**src/rtl/rwset_pkg.sv**
```systemverilog
package rwset_pkg;
  typedef enum logic {
    SNOOP_RD = 1'b0,
    SNOOP_WR = 1'b1
  } snoop_kind_e;

  typedef struct packed {
    logic conflict;
    logic overflow;
  } abort_pulse_t;
endpackage

```
**src/rtl/rwset_pick.sv**
```systemverilog
module rwset_pick #(
  parameter int N = 16
) (
  input  logic [N-1:0] free_i,
  output logic [N-1:0] grant_o,
  output logic         any_o
);
  always_comb begin
    logic found;
    found   = 1'b0;
    grant_o = '0;
    for (int i = 0; i < N; i++) begin
      if (free_i[i] && !found) begin
        grant_o[i] = 1'b1;
        found      = 1'b1;
      end
    end
    any_o = found;
  end
endmodule

```
**src/rtl/rwset_line.sv**
```systemverilog
module rwset_line
  import rwset_pkg::*;
#(
  parameter int TAG_W = 34
) (
  input  logic             clk,
  input  logic             rst_n,
  input  logic             clr_i,
  input  logic             touch_i,
  input  logic             alloc_i,
  input  logic             store_i,
  input  logic [TAG_W-1:0] lcl_tag_i,
  input  logic [TAG_W-1:0] snp_tag_i,
  input  snoop_kind_e      snp_kind_i,
  output logic             valid_o,
  output logic             hit_o,
  output logic             clash_o
);
  logic             v_q, v_d;
  logic             rd_q, rd_d;
  logic             wr_q, wr_d;
  logic [TAG_W-1:0] tag_q;

  assign valid_o = v_q;
  assign hit_o   = v_q && (tag_q == lcl_tag_i);
  // written lines clash with anything; read-only lines only with remote writes
  assign clash_o = v_q && (tag_q == snp_tag_i) &&
                   (wr_q || (rd_q && snp_kind_i == SNOOP_WR));

  always_comb begin
    v_d  = v_q;
    rd_d = rd_q;
    wr_d = wr_q;
    if (clr_i) begin
      v_d  = 1'b0;
      rd_d = 1'b0;
      wr_d = 1'b0;
    end else if (alloc_i) begin
      v_d  = 1'b1;
      rd_d = !store_i;
      wr_d = store_i;
    end else if (touch_i && hit_o) begin
      rd_d = rd_q | !store_i;
      wr_d = wr_q | store_i;
    end
  end

  always_ff @(posedge clk or negedge rst_n) begin
    if (!rst_n) begin
      v_q  <= 1'b0;
      rd_q <= 1'b0;
      wr_q <= 1'b0;
    end else begin
      v_q  <= v_d;
      rd_q <= rd_d;
      wr_q <= wr_d;
    end
  end

  always_ff @(posedge clk or negedge rst_n) begin
    if (!rst_n) begin
      tag_q <= '0;
    end else if (alloc_i && !clr_i) begin
      tag_q <= lcl_tag_i;
    end
  end

  p_mark_needs_valid_r3: assert property (@(posedge clk) disable iff (!rst_n)
    (wr_q || rd_q) |-> v_q);
  p_alloc_into_free_r5: assert property (@(posedge clk) disable iff (!rst_n)
    alloc_i |-> !v_q);
endmodule

```
**src/rtl/rwset_tracker.sv**
```systemverilog
module rwset_tracker
  import rwset_pkg::*;
#(
  parameter int ADDR_W     = 40,
  parameter int ENTRIES    = 16,
  parameter int LINE_BYTES = 64
) (
  input  logic              clk,
  input  logic              rst_n,
  input  logic              txn_active,
  input  logic              clear,
  input  logic              lcl_valid,
  input  logic              lcl_is_store,
  input  logic [ADDR_W-1:0] lcl_addr,
  input  logic              snp_valid,
  input  logic              snp_is_write,
  input  logic [ADDR_W-1:0] snp_addr,
  output logic              conflict_abort,
  output logic              overflow_abort
);
  localparam int OFS_W = $clog2(LINE_BYTES);
  localparam int TAG_W = ADDR_W - OFS_W;

  logic [TAG_W-1:0]   lcl_tag, snp_tag;
  logic [ENTRIES-1:0] valid_vec, hit_vec, clash_vec, grant, alloc_vec;
  logic               any_free, any_hit, accept, need_new;
  logic               aborted_q, aborted_d;
  abort_pulse_t       pulse_q, pulse_d;
  snoop_kind_e        snp_kind;

  assign lcl_tag  = lcl_addr[ADDR_W-1:OFS_W];
  assign snp_tag  = snp_addr[ADDR_W-1:OFS_W];
  assign snp_kind = snoop_kind_e'(snp_is_write);

  rwset_pick #(.N(ENTRIES)) u_pick (
    .free_i  (~valid_vec),
    .grant_o (grant),
    .any_o   (any_free)
  );

  genvar gi;
  generate
    for (gi = 0; gi < ENTRIES; gi++) begin : g_line
      rwset_line #(.TAG_W(TAG_W)) u_line (
        .clk        (clk),
        .rst_n      (rst_n),
        .clr_i      (clear),
        .touch_i    (accept),
        .alloc_i    (alloc_vec[gi]),
        .store_i    (lcl_is_store),
        .lcl_tag_i  (lcl_tag),
        .snp_tag_i  (snp_tag),
        .snp_kind_i (snp_kind),
        .valid_o    (valid_vec[gi]),
        .hit_o      (hit_vec[gi]),
        .clash_o    (clash_vec[gi])
      );
    end
  endgenerate

  always_comb begin
    accept    = lcl_valid && txn_active && !clear && !aborted_q;
    any_hit   = |hit_vec;
    need_new  = accept && !any_hit;
    alloc_vec = need_new ? grant : '0;
    pulse_d.conflict = snp_valid && (|clash_vec) && !aborted_q && !clear;
    pulse_d.overflow = need_new && !any_free && !pulse_d.conflict;
    if (clear) aborted_d = 1'b0;
    else       aborted_d = aborted_q || pulse_d.conflict || pulse_d.overflow;
  end

  always_ff @(posedge clk or negedge rst_n) begin
    if (!rst_n) begin
      pulse_q   <= '0;
      aborted_q <= 1'b0;
    end else begin
      pulse_q   <= pulse_d;
      aborted_q <= aborted_d;
    end
  end

  assign conflict_abort = pulse_q.conflict;
  assign overflow_abort = pulse_q.overflow;

  p_one_cause_r11: assert property (@(posedge clk) disable iff (!rst_n)
    !(conflict_abort && overflow_abort));
  p_no_repeat_r9: assert property (@(posedge clk) disable iff (!rst_n)
    (conflict_abort || overflow_abort) |=> !(conflict_abort || overflow_abort));
  p_clear_empties_r8: assert property (@(posedge clk) disable iff (!rst_n)
    clear |=> (valid_vec == '0));
  p_unique_line_r4: assert property (@(posedge clk) disable iff (!rst_n)
    $onehot0(hit_vec));
  p_grant_onehot_r5: assert property (@(posedge clk) disable iff (!rst_n)
    $onehot0(grant));
  p_idle_empty_r6: assert property (@(posedge clk) disable iff (!rst_n)
    (!txn_active && valid_vec == '0) |=> (valid_vec == '0));
  p_snoop_latency_r7: assert property (@(posedge clk) disable iff (!rst_n)
    conflict_abort |-> $past(snp_valid));
endmodule

```
**config.mk**
```make
export PLATFORM = sky130hd
export DESIGN_NAME = rwset_tracker
export DESIGN_NICKNAME = d
export VERILOG_FILES = /design/src/rtl/rwset_pkg.sv /design/src/rtl/rwset_pick.sv /design/src/rtl/rwset_line.sv /design/src/rtl/rwset_tracker.sv
export SDC_FILE = /design/constraint.sdc
export NUM_CORES = 2
export LEC_CHECK = 0
export BUFFER_PORTS_ARGS = -buffer_cell sky130_fd_sc_hd__buf_2
export CORE_AREA = 2 2 311 236
export DETAILED_ROUTE_END_ITERATION = 10
export DIE_AREA = 0 0 313 238
export GPL_TIMING_DRIVEN = 0
export PLACE_DENSITY_LB_ADDON = 0.1
export SYNTH_ARGS = -nofsm -noshare
export SYNTH_HDL_FRONTEND = slang
export SYNTH_SLANG_ARGS = --single-unit
export TNS_END_PERCENT = 50
```
**constraint.sdc**
```tcl
create_clock -name clk -period 3.21 [get_ports clk]
set_input_delay 0.4815 -clock clk [delete_from_list [all_inputs] [get_ports clk]]
set_output_delay 0.4815 -clock clk [all_outputs]
set_load 0.1 [all_outputs]
```
Yosys cells after proc, flatten, opt, wreduce, memory -nomap -nowiden
Index checks and enable logic that the tools add are counted.
{"block": "word_totals", "wordCells": 486, "output_inout_bits": 2, "register_bits": 595}
{"block": "classes", "n_reduce_logical": 193, "bitwise": 33, "mux": 161, "eq_ne": 32}
{"op": "$eq A34 B34 Y1", "n": 32}
{"op": "$mux W1", "n": 160}
{"op": "$logic_and A1 B1 Y1", "n": 120}
{"op": "$reduce_bool A3 Y1", "n": 16}
{"op": "$or A1 B1 Y1", "n": 32}
{"op": "$reduce_bool A2 Y1", "n": 16}
{"op": "$reduce_or A16 Y1", "n": 2}
{"op": "$logic_not A1 Y1", "n": 21}
{"op": "$logic_or A1 B1 Y1", "n": 18}
{"op": "$mux W16", "n": 1}
{"op": "$not A16 Y16", "n": 1}

Logic depth before layout (Yosys ltp)
{"block": "logic_depth", "word_depth": 52, "mapped_depth": 15, "ltp_nobuf": 9}

By module
From an unflattened synthesis, not the netlist that was laid out.
{"block": "unflattened", "cells_unflattened": 3211, "hier_area_um2": 36089.6}
{"module": "rwset_line", "instances": 16, "cells_per_inst": 195, "area_per_inst_um2": 2215.9, "seq_area_each_um2": 925.9}
{"module": "rwset_tracker", "instances": 1, "cells_per_inst": 57, "area_per_inst_um2": 405.4, "seq_area_each_um2": 75.1}
{"module": "rwset_pick", "instances": 1, "cells_per_inst": 34, "area_per_inst_um2": 230.2, "seq_area_each_um2": 0.0}

Worst setup path after synthesis
No wires, ideal clock.
{"block": "synth_path", "path_type": "input to register", "startpoint": "input port lcl_addr[37]", "endpoint": "register g_line[5].u_line.tag_q[31]", "path_buffers": 5, "arrival_time_ns": 2.894, "cell_stages": 13, "setup_slack_ns": 0.189, "required_time_ns": 3.083, "cell_sequence": "buf_2 -> buf_6 -> xor2_1 -> nor4b_2 -> nand4_1 -> or4_1 -> nand3_1 -> or2_4 -> buf_6 -> or3_1 -> buf_4 -> buf_4 -> mux2_1"}
{"block": "synth_via", "elab_chain_cells": 7, "elab_cells_between_ends": 37, "cone_classes": "eq/ne: 16; mux: 1; reduce/logical: 20"}
{"element": "start, declared", "line": "rwset_tracker.sv:14", "text": "input logic [ADDR_W-1:0] lcl_addr,"}
{"element": "$eq A34 B34 Y1", "line": "rwset_line.sv:25", "text": "assign hit_o = v_q && (tag_q == lcl_tag_i);"}
{"element": "$logic_and A1 B1 Y1", "line": "rwset_line.sv:25"}
{"element": "$reduce_or A16 Y1", "line": "rwset_tracker.sv:63", "text": "any_hit = |hit_vec;"}
{"element": "$logic_not A1 Y1", "line": "rwset_tracker.sv:64", "text": "need_new = accept && !any_hit;"}
{"element": "$logic_and A1 B1 Y1", "line": "rwset_tracker.sv:64"}
{"element": "$mux W16", "line": "rwset_tracker.sv:65", "text": "alloc_vec = need_new ? grant : '0;"}
{"element": "$logic_and A1 B1 Y1", "line": "rwset_line.sv:63", "text": "end else if (alloc_i && !clr_i) begin"}
{"element": "end signal, assigned", "line": "rwset_line.sv:64", "text": "tag_q <= lcl_tag_i;"}
{"element": "end, declared", "line": "rwset_line.sv:22", "text": "logic [TAG_W-1:0] tag_q;"}
Several ways; a longest one is shown, not always the timed one.
A chain may end at the register's enable or synchronous reset.

==> out/qor.txt <==
GRT Total Usage: 52.4%
CP Launch Type: input port
Peak supply drop: 352 uV
Simple-Gate Fraction of Synth Area: 10.0%
Main synth FF type: dfrtp_1
Cell variety after synth: 53
Hold Vio Cnt, Final: 0
final std cells w/o fill: 4,408
Detailed Route WL: 197,000 microns
CP Data Required Time: 3740 ps
Vias: 30.9k
htree depth: 3
adder-cell share of the synthesized area: 0%
Antenna Nets Post-Route: 0
clock sink count: 595
worst-path fanout max: 10
Avg WL per Cell: 44.7 microns
register area share after synthesis: 41.2%
Root Buffer Master: clkbuf_16
Port Buffer Count: 11
dpl cells: 4,235
Syn Nets: 3,344
Detailed Routing Iterations Pass 1: 6
post-synthesis xor/xnor area fraction: 26.0%
final hold slack: 184 ps
HPWL after DPL: 129,000 microns
flops & latches, synth: 595
failing checks: max-capacitance violations, max-slew violations, negative setup slack
multiplexer share of the synthesized area: 14.5%
clock latency on the worst-skew pair: 660 ps
initial antenna violation count: 45
vias in the first global route: 29.0k
Layout area overhead: 14.0%
MaxCap Viol Count: 7
routability cong.: 1.07
layout cells sized above 1: 21.3%
most frequent cells in the layout: 628 x xor2_1, 593 x dfrtp_1, 444 x xnor2_1
global-route wire length before repair: 259,000 microns
Clock Path Buffers: 3
Worst setup EP type: flop
worst setup margin: -261 ps
Synth Warn #: 0
HP Class: input port to flop
Crit Path Class: input port to flop
pwr/cell area: 488 nW/um^2
synthesized instance count: 3,256
GR Overflow Total: 0
Die W: 313 microns
Setup Skew: 21.0 ps
area of the mapped netlist: 36,100 sq um
Post-synth EDFFs: 0
Setup-failing EPs final: 349
worst slew pin tran: 1680 ps
compound-cell area share of the yosys netlist: 3.02%
Final Slew Violations: 78
Die ar.: 74,500 sq um
most common cell after layout, fill and taps aside: xor2_1
largest net degree at the start of global routing: 112
CTS Buf Count: 68
leak pwr: 19.0 nW
Std-Cell Rows: 85
asr flop ratio synth: 100%
status: complete, but fails checks
relative slew slack: -11.7%
syn avg cell area: 11.1 sq um
# IOs: 90
Clock transition at path regs: 60 ps
Post-route DRC: 0
largest family of logic cells by synthesized area: XOR/XNOR gates
Final Net Count: 3,452
Peak Freq: 288 MHz
post-DR vias/cell: 7.02
Final min period: 3470 ps
initial core utilization: 50.7%
Core ar.: 71,400 sq um
CTS tree: done
Final Cycle Share: 108%
DR iter-0 viols: 5,784
height of the die: 238 microns
arrival time worst endpoint: 4000 ps
-- final cells by class --
type / count / area [sq um]
Fill cell: 6138 / 30200
Sequential cell: 595 / 14900
Clock buffer: 101 / 2080
Tap cell: 957 / 1200
Timing Repair Buffer: 41 / 468
Buffer: 282 / 2510
Antenna cell: 37 / 92.6
Inverter: 30 / 113
Clock inverter: 19 / 175
Multi-Input combinational cell: 2346 / 19700
-- per-layer routing --
| layer | vias to the layer above | track usage (%) | part of all wire [%] |
|---|---|---|---|
| met5 | - | 2.79 | 0.35 |
| met4 | 42 | 36.1 | 8.2 |
| met3 | 808 | 29.0 | 18 |
| met2 | 2958 | 66.0 | 37 |
| met1 | 15611 | 66.7 | 37 |
| li1 | 11521 | - | - |
-- synth_stat cells (58+ instances only) --
cell | instances | area share (%)
dfrtp_1 | 595 | 41
xnor2_1 | 445 | 11
buf_4 | 71 | 1.5
xor2_1 | 628 | 15
mux2_1 | 210 | 6.5
o21ai_0 | 104 | 1.4
nor4_1 | 182 | 3.1
mux2_2 | 254 | 7.9
nand4_1 | 164 | 2.8
nand2_1 | 97 | 1.0
nand3_1 | 58 | 0.80
clkbuf_1 | 110 | 1.1
-- worst max-delay path, cell delays in order --
cell      delay [ps]
buf_2            490
clkbuf_8         460
xor2_1           130
nor4_1           520
nand4_1          280
nor4_2           520
a31oi_1          210
nand4_1          310
o21ai_0          180
nor3_1           260
nor3_1            90
-- what timing repair did --
item / 4_1_cts / 5_1_grt
hold buffers: 1 / 0
hold endpoints to repair: 74 / 0
pin swaps: 13 / 17
setup buffers: 14 / 4
gates resized for setup: 171 / 129
endpoints found under the setup margin: 592 / 469
-- stage by stage --
stage	setup TNS [ps]	power [mW]	area, sq um	setup slack [ps]	util (%)
3_5_place_dp	-702380	11.6	37800	-2070	52.9
2_1_floorplan	0	9.98	36100	189	-
3_3_place_gp	-7328050	11.5	37400	-11160	52.4
4_1_cts	-28.1	19.7	40700	-27.7	57.0
5_1_grt	-39.2	20.3	41100	-10.3	57.6
6_report	-19870	20.1	41200	-261	57.7
-- path summary, 6_finish.rpt --
kind / start / end / slack [ps] / depth (start not counted)
max reg2reg: g_line[9].u_line.tag_q[10] / g_line[13].u_line.wr_q / -10 / 10
min in group asynchronous: rst_n / g_line[14].u_line.tag_q[12] / 400 / 2
max in group asynchronous: rst_n / g_line[6].u_line.tag_q[21] / 1160 / 4
min reg2reg: g_line[8].u_line.rd_q / g_line[8].u_line.rd_q / 520 / 2
max: snp_addr[20] / overflow_abort / -260 / 11
min: snp_valid / conflict_abort / 180 / 3
-- cell families (layout without fill, tap and decap cells) --
family                    count (synthesis)  in the layout
buffers and inverters                   315            473
and+or+nand+nor                         625            625
xor gates and xnor gates               1073           1073
other                                     0             37
muxes                                   464            464
AOI/OAI and AO/OA                       184            184
DFF                                     595            595
-- power breakdown --
group / total [mW] / internal, mW / switching [mW]
registers: 8.25 / 7.81 / 0.431
clock network: 8.28 / 4.72 / 3.56
logic: 3.58 / 1.14 / 2.44
-- flip-flops by register name, summed over array words and instances, names as in the netlist --
name                   flops
aborted_q                  1
conflict_abort             1
g_line.u_line.rd_q        16
g_line.u_line.tag_q      544
g_line.u_line.valid_o     16
g_line.u_line.wr_q        16
overflow_abort             1
Note: power is estimated with default switching activity, not from simulation.
